--- src/rtl/a429_tx_pkg.sv ---
package a429_tx_pkg;

  // Strobes from the sequencer to the datapath
  typedef struct packed {
    logic load;   // take queue head into the shift register
    logic shift;  // advance to next bit
    logic drive;  // data half of a bit is on the line
  } txStrobe_t;

  typedef enum logic [1:0] {
    ST_IDLE = 2'd0,
    ST_DATA = 2'd1,
    ST_NULL = 2'd2,
    ST_GAP  = 2'd3
  } txState_t;

endpackage

--- src/rtl/a429_tx_fifo.sv ---
module a429_tx_fifo #(
  parameter int WIDTH = 32,
  parameter int DEPTH = 32
) (
  input  logic             clk,
  input  logic             rstN,
  input  logic             push,
  input  logic [WIDTH-1:0] pushData,
  input  logic             pop,
  output logic [WIDTH-1:0] headData,
  output logic             empty,
  output logic             full,
  output logic             halfFull
);

  localparam int AW = (DEPTH > 1) ? $clog2(DEPTH) : 1;
  localparam int CW = $clog2(DEPTH + 1);
  localparam logic [AW-1:0] LAST = AW'(DEPTH - 1);

  logic [WIDTH-1:0] mem [DEPTH];
  logic [AW-1:0]    wrPtr, rdPtr;
  logic [CW-1:0]    count;
  logic             doPush, doPop;

  assign empty    = (count == '0);
  assign full     = (count == CW'(DEPTH));
  assign halfFull = (count >= CW'(DEPTH / 2));
  assign doPush   = push && !full;
  assign doPop    = pop && !empty;
  assign headData = mem[rdPtr];

  always_ff @(posedge clk) begin
    if (doPush) mem[wrPtr] <= pushData;
  end

  always_ff @(posedge clk or negedge rstN) begin
    if (!rstN) begin
      wrPtr <= '0;
      rdPtr <= '0;
      count <= '0;
    end else begin
      if (doPush) wrPtr <= (wrPtr == LAST) ? '0 : wrPtr + 1'b1;
      if (doPop)  rdPtr <= (rdPtr == LAST) ? '0 : rdPtr + 1'b1;
      case ({doPush, doPop})
        2'b10:   count <= count + 1'b1;
        2'b01:   count <= count - 1'b1;
        default: count <= count;
      endcase
    end
  end

  AST_NO_OVERFLOW: assert property (@(posedge clk) disable iff (!rstN)
    count <= CW'(DEPTH));
  AST_FULL_DROPS_WRITE: assert property (@(posedge clk) disable iff (!rstN)
    (push && full && !pop) |=> (count == $past(count)));
  AST_HALF_BEFORE_FULL: assert property (@(posedge clk) disable iff (!rstN)
    full |-> halfFull);

endmodule

--- src/rtl/a429_tx_ctrl.sv ---
module a429_tx_ctrl
  import a429_tx_pkg::*;
#(
  parameter int BITS    = 32,
  parameter int HS_HALF = 5,
  parameter int HS_GAP  = 40,
  parameter int LS_HALF = 40,
  parameter int LS_GAP  = 320
) (
  input  logic      clk,
  input  logic      rstN,
  input  logic      txEnable,
  input  logic      lowSpeed,
  input  logic      fifoEmpty,
  output txStrobe_t strobes,
  output logic      txReady
);

  localparam int MAX_HALF = (LS_HALF > HS_HALF) ? LS_HALF : HS_HALF;
  localparam int MAX_GAP  = (LS_GAP > HS_GAP) ? LS_GAP : HS_GAP;
  localparam int MAX_CNT  = (MAX_GAP > MAX_HALF) ? MAX_GAP : MAX_HALF;
  localparam int TW       = $clog2(MAX_CNT + 1);
  localparam int BW       = $clog2(BITS);

  txState_t      state, stateNext;
  logic [TW-1:0] timer, timerNext;
  logic [BW-1:0] bitIdx, bitIdxNext;
  logic [TW-1:0] halfLim, gapLim;
  logic          halfEnd, gapEnd, startOk;

  assign halfLim = lowSpeed ? TW'(LS_HALF - 1) : TW'(HS_HALF - 1);
  assign gapLim  = lowSpeed ? TW'(LS_GAP - 1)  : TW'(HS_GAP - 1);
  assign halfEnd = (timer >= halfLim);
  assign gapEnd  = (timer >= gapLim);
  assign startOk = txEnable && !fifoEmpty;

  always_comb begin
    stateNext     = state;
    timerNext     = timer + 1'b1;
    bitIdxNext    = bitIdx;
    strobes.load  = 1'b0;
    strobes.shift = 1'b0;
    strobes.drive = (state == ST_DATA);
    case (state)
      ST_IDLE: begin
        timerNext = '0;
        if (startOk) begin
          strobes.load = 1'b1;
          stateNext    = ST_DATA;
          bitIdxNext   = '0;
        end
      end
      ST_DATA: begin
        if (halfEnd) begin
          stateNext = ST_NULL;
          timerNext = '0;
        end
      end
      ST_NULL: begin
        if (halfEnd) begin
          timerNext = '0;
          if (bitIdx == BW'(BITS - 1)) begin
            stateNext = ST_GAP;
          end else begin
            strobes.shift = 1'b1;
            bitIdxNext    = bitIdx + 1'b1;
            stateNext     = ST_DATA;
          end
        end
      end
      ST_GAP: begin
        if (gapEnd) begin
          timerNext = '0;
          if (startOk) begin
            strobes.load = 1'b1;
            bitIdxNext   = '0;
            stateNext    = ST_DATA;
          end else begin
            stateNext = ST_IDLE;
          end
        end
      end
      default: stateNext = ST_IDLE;
    endcase
  end

  always_ff @(posedge clk or negedge rstN) begin
    if (!rstN) begin
      state  <= ST_IDLE;
      timer  <= '0;
      bitIdx <= '0;
    end else begin
      state  <= stateNext;
      timer  <= timerNext;
      bitIdx <= bitIdxNext;
    end
  end

  assign txReady = (state == ST_IDLE) && fifoEmpty;

  AST_LOAD_HAS_WORD: assert property (@(posedge clk) disable iff (!rstN)
    strobes.load |-> !fifoEmpty);
  AST_TIMER_BOUND: assert property (@(posedge clk) disable iff (!rstN)
    timer <= TW'(MAX_CNT));
  AST_LOAD_STARTS_DATA: assert property (@(posedge clk) disable iff (!rstN)
    strobes.load |=> strobes.drive);

endmodule

--- src/rtl/a429_tx_datapath.sv ---
module a429_tx_datapath
  import a429_tx_pkg::*;
#(
  parameter int BITS = 32
) (
  input  logic            clk,
  input  logic            rstN,
  input  txStrobe_t       strobes,
  input  logic [BITS-1:0] headWord,
  input  logic            parityEn,
  input  logic            paritySense,
  output logic            rawA,
  output logic            rawB
);

  logic [BITS-1:0] shiftReg;
  logic            onesOdd, lastBit;

  assign onesOdd = ^headWord[BITS-2:0];
  assign lastBit = parityEn ? (onesOdd ^ ~paritySense) : headWord[BITS-1];

  always_ff @(posedge clk or negedge rstN) begin
    if (!rstN) begin
      shiftReg <= '0;
    end else if (strobes.load) begin
      shiftReg <= {lastBit, headWord[BITS-2:0]};
    end else if (strobes.shift) begin
      shiftReg <= {1'b0, shiftReg[BITS-1:1]};
    end
  end

  assign rawA = strobes.drive && shiftReg[0];
  assign rawB = strobes.drive && !shiftReg[0];

  AST_LINE_EXCLUSIVE: assert property (@(posedge clk) disable iff (!rstN)
    !(rawA && rawB));
  AST_PARITY_ODD: assert property (@(posedge clk) disable iff (!rstN)
    (strobes.load && parityEn && !paritySense) |=> (^shiftReg == 1'b1));

endmodule

--- src/rtl/a429_tx_serializer.sv ---
module a429_tx_serializer
  import a429_tx_pkg::*;
#(
  parameter int BITS    = 32,
  parameter int DEPTH   = 32,
  parameter int HS_HALF = 5,
  parameter int HS_GAP  = 40,
  parameter int LS_HALF = 40,
  parameter int LS_GAP  = 320
) (
  input  logic            clk,
  input  logic            rstN,
  input  logic            wrEn,
  input  logic [BITS-1:0] wrData,
  input  logic            txEnable,
  input  logic            lowSpeed,
  input  logic            parityEn,
  input  logic            paritySense,
  input  logic            selfTestN,
  input  logic            testForceNull,
  output logic            lineA,
  output logic            lineB,
  output logic            loopRx1A,
  output logic            loopRx1B,
  output logic            loopRx2A,
  output logic            loopRx2B,
  output logic            txReady,
  output logic            fifoHalf,
  output logic            fifoFull
);

  txStrobe_t       strobes;
  logic [BITS-1:0] headWord;
  logic            fifoEmpty;
  logic            rawA, rawB;

  a429_tx_fifo #(.WIDTH(BITS), .DEPTH(DEPTH)) uFifo (
    .clk      (clk),
    .rstN     (rstN),
    .push     (wrEn),
    .pushData (wrData),
    .pop      (strobes.load),
    .headData (headWord),
    .empty    (fifoEmpty),
    .full     (fifoFull),
    .halfFull (fifoHalf)
  );

  a429_tx_ctrl #(
    .BITS(BITS), .HS_HALF(HS_HALF), .HS_GAP(HS_GAP),
    .LS_HALF(LS_HALF), .LS_GAP(LS_GAP)
  ) uCtrl (
    .clk       (clk),
    .rstN      (rstN),
    .txEnable  (txEnable),
    .lowSpeed  (lowSpeed),
    .fifoEmpty (fifoEmpty),
    .strobes   (strobes),
    .txReady   (txReady)
  );

  a429_tx_datapath #(.BITS(BITS)) uDp (
    .clk         (clk),
    .rstN        (rstN),
    .strobes     (strobes),
    .headWord    (headWord),
    .parityEn    (parityEn),
    .paritySense (paritySense),
    .rawA        (rawA),
    .rawB        (rawB)
  );

  assign lineA    = rawA && !testForceNull;
  assign lineB    = rawB && !testForceNull;
  assign loopRx1A = rawA && !selfTestN;
  assign loopRx1B = rawB && !selfTestN;
  assign loopRx2A = rawB && !selfTestN;
  assign loopRx2B = rawA && !selfTestN;

  AST_READY_QUIET: assert property (@(posedge clk) disable iff (!rstN)
    txReady |-> (!lineA && !lineB));
  AST_LOOP_SWAP: assert property (@(posedge clk) disable iff (!rstN)
    !selfTestN |-> (loopRx2A == loopRx1B && loopRx2B == loopRx1A));

endmodule

--- config.mk ---
export PLATFORM = sky130hd
export DESIGN_NAME = a429_tx_serializer
export DESIGN_NICKNAME = d
export VERILOG_FILES = /design/src/rtl/a429_tx_pkg.sv /design/src/rtl/a429_tx_fifo.sv /design/src/rtl/a429_tx_ctrl.sv /design/src/rtl/a429_tx_datapath.sv /design/src/rtl/a429_tx_serializer.sv
export SDC_FILE = /design/constraint.sdc
export NUM_CORES = 1
export LEC_CHECK = 0
export CAP_MARGIN = 20
export CORE_AREA = 2 2 314 316
export CTS_CLUSTER_SIZE = 8
export DETAILED_ROUTE_END_ITERATION = 6
export DIE_AREA = 0 0 316 318
export GPL_TIMING_DRIVEN = 0
export SYNTH_ARGS = -nofsm -noshare
export SYNTH_HDL_FRONTEND = slang
export SYNTH_SLANG_ARGS = --single-unit
--- constraint.sdc ---
create_clock -name clk -period 5.4 [get_ports clk]
set_clock_uncertainty 0.15 [all_clocks]
set_input_delay 1.08 -clock clk [delete_from_list [all_inputs] [get_ports clk]]
set_output_delay 1.08 -clock clk [all_outputs]
set_load 0.05 [all_outputs]
# ---- Word-level counts from Yosys, hierarchy flattened
# Memory sizes are Yosys's and may differ from the RTL's.
# Cells that the tools add are included.
dict set report classes {
  add_sub_neg 6
  mul 0
  div 0
  magnitude_cmp 3
  n_eq_ne 14
  shift 0
  muxes 31
  bitwise 2
  reduce_logical 24
}
# op count
set ops {}
lappend ops {{2-to-1 mux 32 bit} 2}
lappend ops {{XOR reduction 31 bit} 1}
lappend ops {{2-to-1 mux 5 bit} 6}
lappend ops {{2-to-1 mux 9 bit} 3}
lappend ops {{case mux 9 bit (3 select lines)} 1}
lappend ops {{greater-or-equal comparator 9 bit} 2}
lappend ops {{adder 5 x 1 -> 5 bit, second input constant} 3}
lappend ops {{== test 5 bit, second input constant} 3}
lappend ops {{case mux 5 bit (3 select lines)} 1}
lappend ops {{case mux 6 bit (2 select lines)} 1}
lappend ops {{logical AND 1 bit} 10}
lappend ops {{2-to-1 mux 2 bit} 5}
lappend ops {{adder 9 x 1 -> 9 bit, second input constant} 1}
lappend ops {{2-to-1 mux 1 bit} 9}
lappend ops {{case mux 2 bit (4 select lines)} 1}
lappend ops {{AND reduction 4 bit} 2}
lappend ops {{adder 6 x 1 -> 6 bit, second input constant} 1}
lappend ops {{== test 2 bit, second input constant} 3}
lappend ops {{== test 6 bit, second input constant} 1}
lappend ops {{greater-or-equal comparator 6 x 5 -> 1 bit, second input constant} 1}
lappend ops {{logical NOT 6 bit} 1}
lappend ops {{2-to-1 mux 6 bit} 1}
lappend ops {{!= test 2 x 1 -> 1 bit, second input constant} 3}
lappend ops {{subtractor 6 x 1 -> 6 bit, second input constant} 1}
lappend ops {{other kinds (10)} 17}
dict set report word_totals {
  register_bits 64
  latchBits 0
  mem_bits_rw 1024
  mem_bits_ro 0
  input_bits 41
  out_inout_bits 9
  elab_cells 88
  mem_count 1
}
# memory depth width rd rd_ports_with_merged_regs write_ports line_no
set memory_table {}
lappend memory_table {uFifo.mem 32 32 1 0 1 a429_tx_fifo.sv:20} ;# logic [WIDTH-1:0] mem [DEPTH];

# ---- Logic depth before layout (Yosys ltp)
dict set report logic_depth {
  word_depth 9
  ltp_mapped 22
  ltp_nobuf 19
}

# ---- By module
# From an unflattened synthesis, not the netlist that was laid out.
dict set report hier_totals {
  cells_unflattened 2135
  hier_area_um2 42844.8
}
# mod n_inst cells_each area_per_inst_um2 seq_area_each_um2
set by_module_without_submodules {}
lappend by_module_without_submodules {a429_tx_fifo 1 1831 39873.2 31149.9}
lappend by_module_without_submodules {a429_tx_datapath 1 175 1736.7 800.8}
lappend by_module_without_submodules {a429_tx_ctrl 1 123 1192.4 400.4}
lappend by_module_without_submodules {a429_tx_serializer 1 6 42.5 0.0}

# ---- Worst setup path before layout
# OpenSTA, ideal clock, no wires.
dict set report synth_timing {
  path_kind {input to register}
  startpoint {in lowSpeed}
  endpoint {reg uFifo.count[4]}
  setup_time_ns 0.126
  arrival_ns 4.669
  required_time_ns 5.124
  path_slack_ns 0.455
  path_stages 21
  path_buffers 3
  cell_sequence {inv_1 -> ha_1 -> nand2_1 -> o21bai_1 -> a21o_1 -> a211o_1 -> a21oi_1 -> nor2b_1 -> o21ai_1 -> clkbuf_1 -> buf_1 -> inv_1 -> ha_1 -> clkbuf_1 -> xor2_1 -> ha_1 -> a211oi_1 -> a21oi_1 -> a22oi_1 -> nor2_1 -> xor2_1}
}
dict set report synth_via {
  elab_chain_cells 7
  elab_cells_between_ends 9
  cone_classes {order compare: 1; eq/ne: 2; mux: 4; reduce/logical: 2}
}
# element line_no
set synth_rtl {}
lappend synth_rtl {{start, declared} a429_tx_serializer.sv:16} ;# input logic lowSpeed,
lappend synth_rtl {{2-to-1 mux 9 bit (*)} a429_tx_ctrl.sv:32} ;# assign gapLim = lowSpeed ? TW'(LS_GAP - 1) : TW'(HS_GAP - 1);
lappend synth_rtl {{greater-or-equal comparator 9 bit (*)} a429_tx_ctrl.sv:34} ;# assign gapEnd = (timer >= gapLim);
lappend synth_rtl {{2-to-1 mux 1 bit (*)} a429_tx_ctrl.sv:72} ;# if (gapEnd) begin
lappend synth_rtl {{case mux 1 bit (2 select lines) (*)} a429_tx_ctrl.sv:44} ;# case (state)
lappend synth_rtl {{logical AND 1 bit (*)} a429_tx_fifo.sv:29} ;# assign doPop = pop && !empty;
lappend synth_rtl {{named net uFifo.doPop} a429_tx_fifo.sv:23} ;# logic doPush, doPop;
lappend synth_rtl {{== test 2 x 1 -> 1 bit / == test 2 bit (equally long branches)} a429_tx_fifo.sv:44} ;# case ({doPush, doPop})
lappend synth_rtl {{case mux 6 bit (2 select lines) / nonzero test 2 bit (equally long branches)} -}
lappend synth_rtl {{end signal, assigned} a429_tx_fifo.sv:45} ;# 2'b10: count <= count + 1'b1;
lappend synth_rtl {{end signal, assigned} a429_tx_fifo.sv:46} ;# 2'b01: count <= count - 1'b1;
lappend synth_rtl {{end signal, assigned} a429_tx_fifo.sv:47} ;# default: count <= count;
lappend synth_rtl {{end, declared} a429_tx_fifo.sv:22} ;# logic [CW-1:0] count;
# Mark *: on every way through the listed nets, which the timed path passes. The rest lies on a longest branch.
# A chain may end at the register's enable or synchronous reset.

# ---- Worst setup path after layout
dict set report layout_timing {
  startpoint {reg uFifo.rdPtr[2]}
  endpoint {reg uDp.shiftReg[31]}
}
dict set report layout_via {
  elab_chain_cells 5
}
# element line_no
set layout_rtl {}
lappend layout_rtl {{start, declared} a429_tx_fifo.sv:21} ;# logic [AW-1:0] wrPtr, rdPtr;
lappend layout_rtl {{start signal, assigned} a429_tx_fifo.sv:43} ;# if (doPop) rdPtr <= (rdPtr == LAST) ? '0 : rdPtr + 1'b1;
lappend layout_rtl {{memory (32 x 32 bit) (*)} -}
lappend layout_rtl {{XOR reduction 31 bit} a429_tx_datapath.sv:19} ;# assign onesOdd = ^headWord[BITS-2:0];
lappend layout_rtl {{bitwise XOR 1 bit} a429_tx_datapath.sv:20} ;# assign lastBit = parityEn ? (onesOdd ^ ~paritySense) : headWord[BITS-1];
lappend layout_rtl {{2-to-1 mux 1 bit (*)} a429_tx_datapath.sv:20}
lappend layout_rtl {{2-to-1 mux 32 bit (*)} a429_tx_datapath.sv:25} ;# end else if (strobes.load) begin
lappend layout_rtl {{end signal, assigned} a429_tx_datapath.sv:26} ;# shiftReg <= {lastBit, headWord[BITS-2:0]};
lappend layout_rtl {{end signal, assigned} a429_tx_datapath.sv:28} ;# shiftReg <= {1'b0, shiftReg[BITS-1:1]};
lappend layout_rtl {{end, declared} a429_tx_datapath.sv:16} ;# logic [BITS-1:0] shiftReg;
# Every way passes the cells marked *; elsewhere a longest branch is shown, timed or not.

==> impl_metrics.json <==
{
  "setup_violations": 0,
  "ys.flop_type": "edfxtp_1",
  "worstSetupStartpointType": "flip-flop",
  "htree_levels": 4,
  "placementRows": 115,
  "ir_worst_vdd_uv": 413.6,
  "synth_nets": 2131,
  "dieWidth_um": 316,
  "die-area_mm2": 0.1005,
  "drv_slew": 0,
  "via_count": 22665,
  "p_total_mw": 25.98,
  "worst_pin_slew_ns": 1.198,
  "ys_ff_latch": 1088,
  "synth.distinct_cells": 62,
  "port-buffer-count": 49,
  "ff2ff_path_depth": 12,
  "netlist_area_mm2": 0.04326,
  "routed_wl_mm": 122.5,
  "fin_crit_ns": 5.255,
  "cp.arrival_ns": 5.75,
  "yosysTopAreaCell": "edfxtp_1",
  "worstReg2RegEnd": "uDp.shiftReg[31]$_DFFE_PN0P_",
  "holdBufCountCts": 0,
  "grt.overflow.total": 0,
  "pre_cts_ws_ns": -1.218,
  "critical_path_class": "reg -> reg",
  "gr-usage-met2_pct": 39.53,
  "gp_congestion": 0.8249,
  "busiest_layer": "met2",
  "routedWlPerCell_um": 33.31,
  "start_util_pct": 44.41,
  "cts.sinks": 1088,
  "period_share_pct": 97.31,
  "grt_pass1_vias": 22923,
  "fp.dieH_um": 318,
  "clock_latency_ns": 0.73,
  "met3_usage_pct": 4.474,
  "finalWorstSetupSlack_ns": 0.1453,
  "antenna_found_initial": 1,
  "post-dp-hpwl_mm": 78.33,
  "avgViaCountPerCell": 6.162,
  "syn_inst": 2065,
  "leakagePower_nw": 16.87,
  "cts_max_path_buffers": 3,
  "ys_async_sr_fraction_pct": 5.882,
  "synth_top_cell_area_share_pct": 71.09,
  "use_met1_pct": 34.69,
  "cap_violations": 0,
  "worstPathCellList": "inv_2 > buf_2 > buf_2 > clkbuf_1 > mux4_2 > a21oi_2 > xnor2_1 > xnor2_1 > xnor3_1 > xnor3_1 > nand2_1 > a22oi_2",
  "worst-path-max-fanout": 10,
  "drc": 0,
  "grt_max_degree": 65,
  "seq_area_frac_synth_pct": 74.79,
  "outcome": "finished, final reports clean",
  "relSlewSlack_pct": 20.13,
  "cts-root-buf": "clkbuf_16",
  "cts_tree": "built",
  "grt_setup_unrepaired": "false",
  "core_area_mm2": 0.09741,
  "fmax_ghz": 0.1903,
  "grt_pass1_wl_mm": 172.1,
  "yosys-top-cells-area": "edfxtp_1 71%, mux4_2 11%, dfrtp_1 3.7%, mux4_1 2.6%, mux2i_1 2.0%",
  "grt_usage_pct": 24.72,
  "ant_nets": 0,
  "cpPeakStageDelay_ns": 0.85,
  "r2r-start": "uFifo.rdPtr[2]$_DFFE_PN0P_",
  "pwr_density_cell_mw_per_mm2": 504.6,
  "clkTransAtPathRegs_ns": 0.05,
  "first_pass_iters": 5,
  "dr.first_iter.drc_count": 2725,
  "layout-drive-gt1-share_pct": 24.88,
  "hold_viol": 0,
  "cts_made_buffers": 154,
  "crit_required_ns": 5.89,
  "diodes": 0,
  "area_growth_pct": 19.02,
  "ios": 50,
  "cp_top_family": "buffers and inverters",
  "synth_edf_count": 1024,
  "worst_setup_path_end_kind": "flip-flop",
  "critPathBufInv": 4,
  "ys.warnings.count": 0,
  "nets": 2415,
  "cp_slowest_cell": "clkbuf_1",
  "avgSynthCellArea_um2": 20.95,
  "hp-class": "in -> async",
  "reg2reg_slack_ns": 0.15
}
[metal layers]
metal | routed length [um] | vias up
li1 | - | 9144
met1 | 49350 | 12167
met2 | 59390 | 1150
met3 | 10370 | 204
met4 | 3401 | 0
met5 | 0 | -
[cell usage in the layout (no fill, tap or decap), types with 8 or more instances in the layout]
cell type | Yosys | routed
o21ai_0 | 36 | 36
nor2_1 | 86 | 54
xor2_1 | 12 | 12
mux2_2 | 24 | 24
clkbuf_1 | 43 | 68
buf_8 | 2 | 8
xnor3_1 | 8 | 8
mux4_1 | 43 | 43
buf_12 | 7 | 51
or2_2 | 8 | 8
xnor2_1 | 18 | 18
nand3_1 | 15 | 15
mux4_2 | 212 | 212
mux2i_1 | 88 | 88
o221ai_1 | 35 | 35
buf_2 | 22 | 23
a21oi_1 | 51 | 51
inv_1 | 17 | 17
edfxtp_1 | 1024 | 1024
clkbuf_16 | 0 | 163
dfrtp_1 | 64 | 64
buf_6 | 13 | 14
nor2_4 | 0 | 32
clkdlybuf4s50_1 | 0 | 48
buf_4 | 14 | 19
buf_16 | 0 | 17
nand2_1 | 74 | 74
ha_1 | 25 | 25
o22ai_1 | 9 | 9
buf_1 | 10 | 9
a31oi_1 | 8 | 8
[worst max-delay path by stage]
| stage | startpoint | endpoint | slack (ns) | depth (start not counted) |
|---|---|---|---|---|
| 5_1_grt | uFifo.rdPtr[2]$_DFFE_PN0P_ | uDp.shiftReg[31]$_DFFE_PN0P_ | 0.007 | 12 |
| 4_1_cts | lowSpeed | uFifo.count[4]$_DFFE_PN0P_ | 0.03 | 22 |
| 3_5_place_dp | lowSpeed | uFifo.count[4]$_DFFE_PN0P_ | -1.22 | 22 |
| 2_1_floorplan | lowSpeed | uFifo.count[4]$_DFFE_PN0P_ | 0.46 | 21 |
| 3_3_place_gp | wrEn | uFifo.mem[13][18]$_DFFE_PP_ | -2.05 | 5 |
| 6_report | uFifo.rdPtr[2]$_DFFE_PN0P_ | uDp.shiftReg[31]$_DFFE_PN0P_ | 0.15 | 12 |
[power by group]
part           switching (mW)  total, mW  internal [mW]
clock network            3.43       8.61           5.18
logic                    3.91       7.30           3.39
registers               0.239       10.1           9.83
[flip-flops by register name (all words and copies together), names as in the netlist]
| signal | cells |
|---|---|
| uCtrl.bitIdx | 5 |
| uCtrl.state | 2 |
| uCtrl.timer | 9 |
| uDp.shiftReg | 32 |
| uFifo.count | 6 |
| uFifo.mem | 1024 |
| uFifo.rdPtr | 5 |
| uFifo.wrPtr | 5 |
[repair_timing]
action,4_1_cts,5_1_grt
gates cloned,0,0
pin swaps,0,1
buffers inserted,0,3
resized for setup,3,5
setup endpoints to repair,5,3
[worst reg2reg max path, cell delays in order (launching register included)]
cell and delay [ns]:
dfrtp_1 0.50, inv_2 0.37, buf_2 0.61, buf_2 0.58, clkbuf_1 0.85, mux4_2 0.50
a21oi_2 0.36, xnor2_1 0.19, xnor2_1 0.14, xnor3_1 0.47, xnor3_1 0.23, nand2_1 0.07
a22oi_2 0.16
[area by class of cell]
| class | count | area [um2] |
|---|---|---|
| Clock inverter | 14 | 197.7 |
| Multi-Input combinational cell | 847 | 10350 |
| Fill cell | 7414 | 45930 |
| Sequential cell | 1088 | 32350 |
| Tap cell | 1287 | 1610 |
| Clock buffer | 184 | 4019 |
| Inverter | 19 | 71.32 |
| Timing Repair Buffer | 128 | 2143 |
| Buffer | 111 | 737.0 |
[synthesized netlist by cell type, types with 9 or more instances]
cell and instances:
inv_1 17, buf_1 10, nand2_1 74, buf_6 13, buf_4 14, mux4_1 43
ha_1 25, mux2_2 24, mux2i_1 88, o221ai_1 35, edfxtp_1 1024, xor2_1 12
o21ai_0 36, nor2_1 86, dfrtp_1 64, buf_2 22, nand3_1 15, xnor2_1 18
o22ai_1 9, clkbuf_1 43, mux4_2 212, a21oi_1 51
[metrics by stage]
| stage | cells | hold slack [ns] | utilization, % | area (um2) | TNS [ns] |
|---|---|---|---|---|---|
| 5_1_grt | 3678 | 0.3620 | 52.85 | 51480 | 0 |
| 6_report | 3678 | 0.3036 | 52.85 | 51480 | 0 |
| 2_1_floorplan | 2065 | 0.2938 | - | 43260 | 0 |
| 3_3_place_gp | 3401 | 0.3222 | 46.56 | 45360 | -1603.30 |
| 3_5_place_dp | 3461 | 0.3426 | 48.10 | 46850 | -5.204 |
| 4_1_cts | 3659 | 0.3214 | 52.43 | 51080 | 0 |
[kinds of logic (layout without fill, tap and decap cells)]
family	count (synthesis)	after routing	synth area share (%)
compound gates	196	196	3.005
xor+xnor	38	38	1.024
fa+ha+maj	25	25	0.7231
buf+inv	130	456	1.854
flops	1088	1088	74.79
mux	368	368	16.36
simple gates	220	220	2.242
No activity file was read; power rests on OpenSTA's default activity.
